<file path="src/rtl/gw_pkg.sv">
package gw_pkg;
  // positions of the raw control lines inside the synchroniser vector
  localparam int IX_SCLK = 0;
  localparam int IX_SDAT = 1;
  localparam int IX_EN   = 2;
  localparam int IX_PD   = 3;
  localparam int IN_N    = 4;
  // idle levels: enable and power-down high, clock and data low
  localparam logic [IN_N-1:0] IDLE_LVL = 4'b1100;
endpackage

</file>
<file path="src/rtl/gw_sync.sv">
module gw_sync #(
  parameter int W = 4,
  parameter logic [W-1:0] RST_VAL = '0
) (
  input  logic         clk,
  input  logic         rst,
  input  logic [W-1:0] d,
  output logic [W-1:0] q
);
  logic [W-1:0] st1, st2;

  always_ff @(posedge clk) begin
    if (rst) begin
      st1 <= RST_VAL;
      st2 <= RST_VAL;
    end else begin
      st1 <= d;
      st2 <= st1;
    end
  end

  assign q = st2;
endmodule

</file>
<file path="src/rtl/gw_shifter.sv">
module gw_shifter #(
  parameter int WORD_W = 8,
  parameter int CNT_W  = 4
) (
  input  logic              clk,
  input  logic              rst,
  input  logic              sclk_rise,
  input  logic              sclk_fall,
  input  logic              sdat,
  input  logic              shift_ok,
  input  logic              cnt_clr,
  output logic [WORD_W-1:0] word,
  output logic [CNT_W-1:0]  cnt
);
  logic             master;
  logic [CNT_W-1:0] cnt_base, cnt_nxt;
  logic             take, move;

  // saturating bit counter step
  function automatic logic [CNT_W-1:0] bump(input logic [CNT_W-1:0] c);
    return (c == {CNT_W{1'b1}}) ? c : c + 1'b1;
  endfunction

  // append one bit at the LSB end; the oldest bit moves toward the MSB
  function automatic logic [WORD_W-1:0] push(input logic [WORD_W-1:0] w,
                                             input logic b);
    return {w[WORD_W-2:0], b};
  endfunction

  assign take = shift_ok && sclk_rise;
  assign move = shift_ok && sclk_fall;

  always_comb begin
    cnt_base = cnt_clr ? '0 : cnt;
    cnt_nxt  = move ? bump(cnt_base) : cnt_base;
  end

  always_ff @(posedge clk) begin
    if (rst) begin
      master <= 1'b0;
      word   <= '0;
      cnt    <= '0;
    end else begin
      if (take) master <= sdat;
      if (move) word <= push(word, master);
      cnt <= cnt_nxt;
    end
  end
endmodule

</file>
<file path="src/rtl/gw_hold.sv">
module gw_hold #(
  parameter int WORD_W = 8,
  parameter int CNT_W  = 4
) (
  input  logic              clk,
  input  logic              rst,
  input  logic              en_lvl,
  input  logic              en_rise,
  input  logic [WORD_W-1:0] word,
  input  logic [CNT_W-1:0]  cnt,
  output logic [WORD_W-1:0] code,
  output logic              stb,
  output logic              short_w
);
  localparam logic [CNT_W-1:0] FULL = CNT_W'(WORD_W);

  function automatic logic is_short(input logic [CNT_W-1:0] c);
    return c != FULL;
  endfunction

  always_ff @(posedge clk) begin
    if (rst) begin
      code    <= '0;
      stb     <= 1'b0;
      short_w <= 1'b0;
    end else begin
      stb <= en_rise && (word != code);
      if (en_rise) short_w <= is_short(cnt);
      // transparent while enable is high, frozen while low
      if (en_lvl) code <= word;
    end
  end
endmodule

</file>
<file path="src/rtl/gainword_port.sv">
module gainword_port #(
  parameter int WORD_W = 8
) (
  input  logic              clk,
  input  logic              rst,
  input  logic              ser_clk,
  input  logic              ser_dat,
  input  logic              load_n,
  input  logic              pwr_n,
  output logic [WORD_W-1:0] gain_code,
  output logic              upd_stb,
  output logic              out_en,
  output logic              short_word
);
  import gw_pkg::*;

  localparam int CNT_W = $clog2(WORD_W) + 1;

  logic [IN_N-1:0]   raw_in, sync_in;
  logic              sclk_lvl, sdat_lvl, en_lvl, pd_lvl;
  logic              sclk_prev, en_prev, out_en_q;
  logic              sclk_rise, sclk_fall, en_rise, en_fall, shift_ok;
  logic [WORD_W-1:0] shreg;
  logic [CNT_W-1:0]  bit_cnt;

  always_comb begin
    raw_in          = '0;
    raw_in[IX_SCLK] = ser_clk;
    raw_in[IX_SDAT] = ser_dat;
    raw_in[IX_EN]   = load_n;
    raw_in[IX_PD]   = pwr_n;
  end

  gw_sync #(.W(IN_N), .RST_VAL(IDLE_LVL)) u_sync (
    .clk(clk), .rst(rst), .d(raw_in), .q(sync_in)
  );

  assign sclk_lvl = sync_in[IX_SCLK];
  assign sdat_lvl = sync_in[IX_SDAT];
  assign en_lvl   = sync_in[IX_EN];
  assign pd_lvl   = sync_in[IX_PD];

  always_ff @(posedge clk) begin
    if (rst) begin
      sclk_prev <= IDLE_LVL[IX_SCLK];
      en_prev   <= IDLE_LVL[IX_EN];
      out_en_q  <= IDLE_LVL[IX_PD];
    end else begin
      sclk_prev <= sclk_lvl;
      en_prev   <= en_lvl;
      out_en_q  <= pd_lvl;
    end
  end

  // named events for the checker
  assign sclk_rise = sclk_lvl & ~sclk_prev;
  assign sclk_fall = ~sclk_lvl & sclk_prev;
  assign en_rise   = en_lvl & ~en_prev;
  assign en_fall   = ~en_lvl & en_prev;
  assign shift_ok  = ~en_lvl;

  gw_shifter #(.WORD_W(WORD_W), .CNT_W(CNT_W)) u_shift (
    .clk(clk), .rst(rst), .sclk_rise(sclk_rise), .sclk_fall(sclk_fall),
    .sdat(sdat_lvl), .shift_ok(shift_ok), .cnt_clr(en_fall),
    .word(shreg), .cnt(bit_cnt)
  );

  gw_hold #(.WORD_W(WORD_W), .CNT_W(CNT_W)) u_hold (
    .clk(clk), .rst(rst), .en_lvl(en_lvl), .en_rise(en_rise),
    .word(shreg), .cnt(bit_cnt), .code(gain_code), .stb(upd_stb),
    .short_w(short_word)
  );

  assign out_en = out_en_q;
endmodule

</file>
<file path="config.mk">
export PLATFORM = sky130hd
export DESIGN_NAME = gainword_port
export DESIGN_NICKNAME = d
export VERILOG_FILES = /design/src/rtl/gw_pkg.sv /design/src/rtl/gw_sync.sv /design/src/rtl/gw_shifter.sv /design/src/rtl/gw_hold.sv /design/src/rtl/gainword_port.sv
export SDC_FILE = /design/constraint.sdc
export NUM_CORES = 1
export LEC_CHECK = 0
export ABC_AREA = 1
export BUFFER_PORTS_ARGS = -buffer_cell sky130_fd_sc_hd__buf_2
export CORE_MARGIN = 10
export CORE_UTILIZATION = 37
export CTS_CLUSTER_SIZE = 20
export DETAILED_ROUTE_END_ITERATION = 7
export GPL_ROUTABILITY_DRIVEN = 1
export PLACE_DENSITY = 0.61
export SKIP_CTS_REPAIR_TIMING = 1
export SYNTH_ARGS = -nofsm -noshare
export SYNTH_HDL_FRONTEND = slang
export SYNTH_SLANG_ARGS = --single-unit
</file>
<file path="constraint.sdc">
create_clock -name clk -period 2.5 [get_ports clk]
set_input_delay 0.125 -clock clk [delete_from_list [all_inputs] [get_ports clk]]
set_output_delay 0.125 -clock clk [all_outputs]
set_load 0.02 [all_outputs]
</file>
Yosys cells after proc, flatten, opt, wreduce, memory -nomap -nowiden:

Cells that the tools add are included.

* bits in registers: 34
* RAM bits: 0
* bits in latches: 0
* output and inout port bits: 11
* logic and storage cells: 29
* bits of input ports: 6
* memories kept: 0
* bits in read-only memories: 0

* mux-type cells: 3
* multiply operators: 0
* shift-type cells: 0
* divide/modulo/power cells: 0
* bitwise logic cells: 8
* $add $sub $neg: 1
* reduce and logical (&&, ||, !) cells: 3
* order comparisons: 0
* eq/ne operators: 3

Operators by type and width (count)
* two-way mux 4 bit: 3
* inequality test 8 bit: 1
* adder 4 x 1 -> 4 bit (second input constant): 1
* bitwise AND 1 bit: 4
* equality test 4 bit (second input constant): 1
* inequality test 4 bit (second input constant): 1
* inverter 1 bit: 4
* logical AND 1 bit: 3

Logic depth before layout (Yosys ltp):

* word-level depth: 6
* depth in mapped cells: 6
* mapped depth without buffers: 6

Modules after synthesis:

A second synthesis with hierarchy kept.

* cell total of the unflattened synthesis: 193
* area, all modules: 1370.1 um^2

Modules (own cells, without submodules)
* gw_shifter: cells each 71, instances 1, sequential area each 260.2 um^2, area each 523.0 um^2
* gw_hold: cells each 81, instances 1, sequential area each 200.2 um^2, area each 511.7 um^2
* gw_sync: cells each 25, instances 1, sequential area each 160.2 um^2, area each 224.0 um^2
* gainword_port: cells each 16, instances 1, sequential area each 60.1 um^2, area each 111.4 um^2

Worst setup path before layout:

Ideal clock, no wire load.

* path type: register to register
* start: reg u_sync.st2[2] (netlist: u_sync.q[2])
* end: reg u_shift.cnt[1]
* cell stages (with the launch flop): 6
* data required time: 2.382 ns
* buffers on the path: 1
* library setup time: 0.118 ns
* slack: 1.458 ns
* clock period less this slack: 1.042 ns
* arrival time: 0.924 ns
* cells stage by stage: dfxtp_1 > inv_4 > nand3_2 > buf_6 > nor3_1 > nor2_1

* word-level cells in the longest chain between the ends: 6
* elaborated cells on any way between the ends: 8
* classes of those cells: add/sub: 1; eq/ne: 1; mux: 3; bitwise: 2; reduce/logical: 1

RTL lines
* start, declared: RTL line gw_sync.sv:10 `logic [W-1:0] st1, st2;`
* start signal, assigned: RTL line gw_sync.sv:18 `st2 <= st1;`
* inverter 1 bit *: RTL line gainword_port.sv:59, gainword_port.sv:60
* bitwise AND 1 bit: RTL line gainword_port.sv:59 `assign en_fall = ~en_lvl & en_prev;`
* two-way mux 4 bit: RTL line gw_shifter.sv:34 `cnt_base = cnt_clr ? '0 : cnt;`
* adder 4 x 1 -> 4 bit or equality test 4 bit (tied branches): RTL line gw_shifter.sv:21 `return (c == {CNT_W{1'b1}}) ? c : c + 1'b1;`
* two-way mux 4 bit: RTL line gw_shifter.sv:21
* two-way mux 4 bit *: RTL line gw_shifter.sv:35 `cnt_nxt = move ? bump(cnt_base) : cnt_base;`
* end signal, assigned: RTL line gw_shifter.sv:46 `cnt <= cnt_nxt;`
* end, declared: RTL line gw_shifter.sv:13 `output logic [CNT_W-1:0] cnt`

Mark *: on every way between the ends. The rest lies on a longest branch, timed or not.
A chain may end at the register's enable or synchronous reset.

Worst setup path in the final report:

* start: reg u_sync.st2[2] (netlist: u_sync.q[2])
* end: reg u_shift.cnt[0]

The elaborated chain is that of the path after synthesis.

==> flow_summary.toml <==
[clock_network]
htreeDepth = 2
cts_root_buf = "clkbuf_4"
clkSinkCount = 34
tritoncts = "built"
cts_buffers = 5
clkTransAtPathRegs_ps = 100
clk_latency_ps = 330
clk_path_buf_depth = 2

[pwr]
total_power_mw = 0.983
ir_drop_mv = 0.318
power.switching_mw = 0.213
clockPowerShare = 0.369
power.leakage_nw = 0.677
powerDensity_nw_per_um2 = 648
p_seq_frac = 0.572
switching_share = 0.217
comb_power_share = 0.059
intPower_mw = 0.770

[grt]
grt_pass1_wl_um = 4480
met2_usage = 0.134
grt_pass1_vias = 1011
antenna_found_initial = 0
grt_overflow_total = 0
gr-usage-met3 = 0.0394
track_usage = 0.0890
grt_max_degree = 23
grt_use_met1 = 0.103
busiest_layer = "met2"

[cells_and_area]
final_cell_mix = "nor2_1 (45), dfxtp_1 (34), o21ai_0 (19)"
multi_input_area_sq_um = 534
antenna_cells = 0
layout.cells.most_common = "nor2_1"
fin_util = 0.451
syn_to_final_growth_pct = 17.2
final_cells = 225
nNetsFinal = 184
postLayoutCellArea_sq_um = 1520
fillers = 348
ff_latch_area_sq_um = 681
drive_gt1_frac = 0.201

[placement]
gp_congestion = 0.769
dpl.cell_count = 213
post_dp_cell_area_sq_um = 1400
io_buffer_count = 16
dpl.hpwl_um = 1800

[synthesis]
postSynthAreaPerCell_sq_um = 8.29
ys_seq_area_frac = 0.527
ys_seq_elements = 34
synth_cell_types = 24
netlist_instances = 156
syn_nets = 162
yosys_warnings = 0
syn_area_sq_um = 1290

[sta]
rsz0062_at_grt = "no"
setup_viol = 0
finClkSkew_ps = 6.01
post-route-period-util = 0.556
worst_pin_slew_ps = 543
fin_tns_setup_ps = 0
max_freq_mhz = 719
relSlewSlack = 0.638
drv_slew = 0
fin_crit_ps = 1390
final-hold-violation-count = 0

[die]
io_pins = 17
die_height_um = 79.1
die_w_um = 79.1
die-area_sq_um = 6260
start_util = 0.384
num_rows = 21
core_area_sq_um = 3360

[route]
drt-initial-drc-count = 49
postRouteAntennaNets = 0
viasPerCell = 4.61
avgRoutedWirePerCell_um = 11.1
drtPass1Iterations = 5
drc = 0
vias = 1037
routed_wirelength_um = 2500

[setup_path]
crit_start = "u_sync.q[2]"
rr_worst_depth = 5
crit_path_end = "u_shift.cnt[0]"
arrival_ps = 1650
cp_max_fo = 14
startpoint_type = "register"
reg2reg_from = "u_sync.q[2]"
worstPathRequired_ps = 2760
path_class = "register to register"
r2r_end = "u_shift.cnt[0]"
rrSetupSlack_ps = 1110
setup.worst_path.end_class = "register"

[job]
maxCapViolCount = 0

[status]
outcome = "complete, no violations"

[worst_hold_path]
hp-class = "primary input to register"
[worst max-delay path, stage by stage (launching register included)]
cell and delay, ps:
dfxtp_1 420, inv_4 190, nand3_2 240, inv_2 220, o21ai_0 110, a21oi_1 150
[layer usage]
layer,part of all wire,vias up
met1,0.47,461
met2,0.44,32
li1,-,538
met5,0,-
met3,0.069,6
met4,0.024,0
[cells by family (layout without fill, tap and decap cells)]
kind of cell	Yosys count	in the layout	share of synthesized area
xor+xnor	8	8	0.0542
simple gates	70	70	0.244
compound gates	28	28	0.115
buf+inv	16	39	0.0600
flops	34	34	0.527
[registers in the layout, summed over array words and instances (netlist names), 4 cells and up]
| register | flops |
|---|---|
| u_hold.code | 8 |
| u_shift.cnt | 4 |
| u_shift.word | 8 |
| u_sync.q | 4 |
| u_sync.st1 | 4 |
[power by group through the flow]
| stage | clock network (mW) | logic, mW | registers [mW] |
|---|---|---|---|
| 3_5_place_dp | 0 | 0.0540 | 0.575 |
| 5_1_grt | 0.406 | 0.0671 | 0.564 |
| 2_1_floorplan | 0 | 0.0345 | 0.579 |
| 3_3_place_gp | 0 | 0.0525 | 0.574 |
| 6_report | 0.363 | 0.0580 | 0.562 |
| 4_1_cts | 0.378 | 0.0543 | 0.562 |
[worst min path at each step]
stage / start / end / slack (ps) / depth (start not counted)
floorplan: load_n / u_sync.st1[2] / 230 / 1
global placement: pwr_n / u_sync.st1[3] / 310 / 2
detailed placement: pwr_n / u_sync.st1[3] / 310 / 2
CTS: pwr_n / u_sync.st1[3] / -40 / 2
global route: rst / u_sync.q[1] / 100 / 2
finish: rst / u_hold.code[6] / 90 / 2
[cell usage after synthesis]
master    count  share of area
nand4_1       1         0.0048
dfxtp_1      34           0.53
xor2_1        8          0.054
nand3_2       2          0.015
buf_1         1         0.0029
nor2_4        1         0.0087
nor2_1       45           0.13
nand2_4       2          0.017
o21ai_1       1         0.0039
inv_2         1         0.0029
nand3_1       1         0.0039
or2_2         5          0.024
clkbuf_1      2         0.0058
a21boi_1      1         0.0058
clkinv_1      1         0.0029
nand2_1      12          0.035
buf_6         2          0.017
inv_1         8          0.023
a21oi_1       5          0.019
inv_4         1         0.0048
a41oi_1       1         0.0068
o21a_1        1         0.0058
o21ai_0      19          0.074
nor3_1        1         0.0039
[metrics by stage]
step,hold slack [ps],worst slack (ps)
5_1_grt,102,986
3_3_place_gp,312,1240
3_5_place_dp,314,1160
6_report,94.2,1110
4_1_cts,-41.5,1140
2_1_floorplan,229,1460
[cell type report]
type | instances | share of cell area
Timing Repair Buffer | 20 | 0.0793
Sequential cell | 34 | 0.449
Inverter | 11 | 0.0289
Tap cell | 46 | 0.0380
Multi-Input combinational cell | 106 | 0.353
Clock buffer | 8 | 0.0520
(Power assumes the default switching activity.)
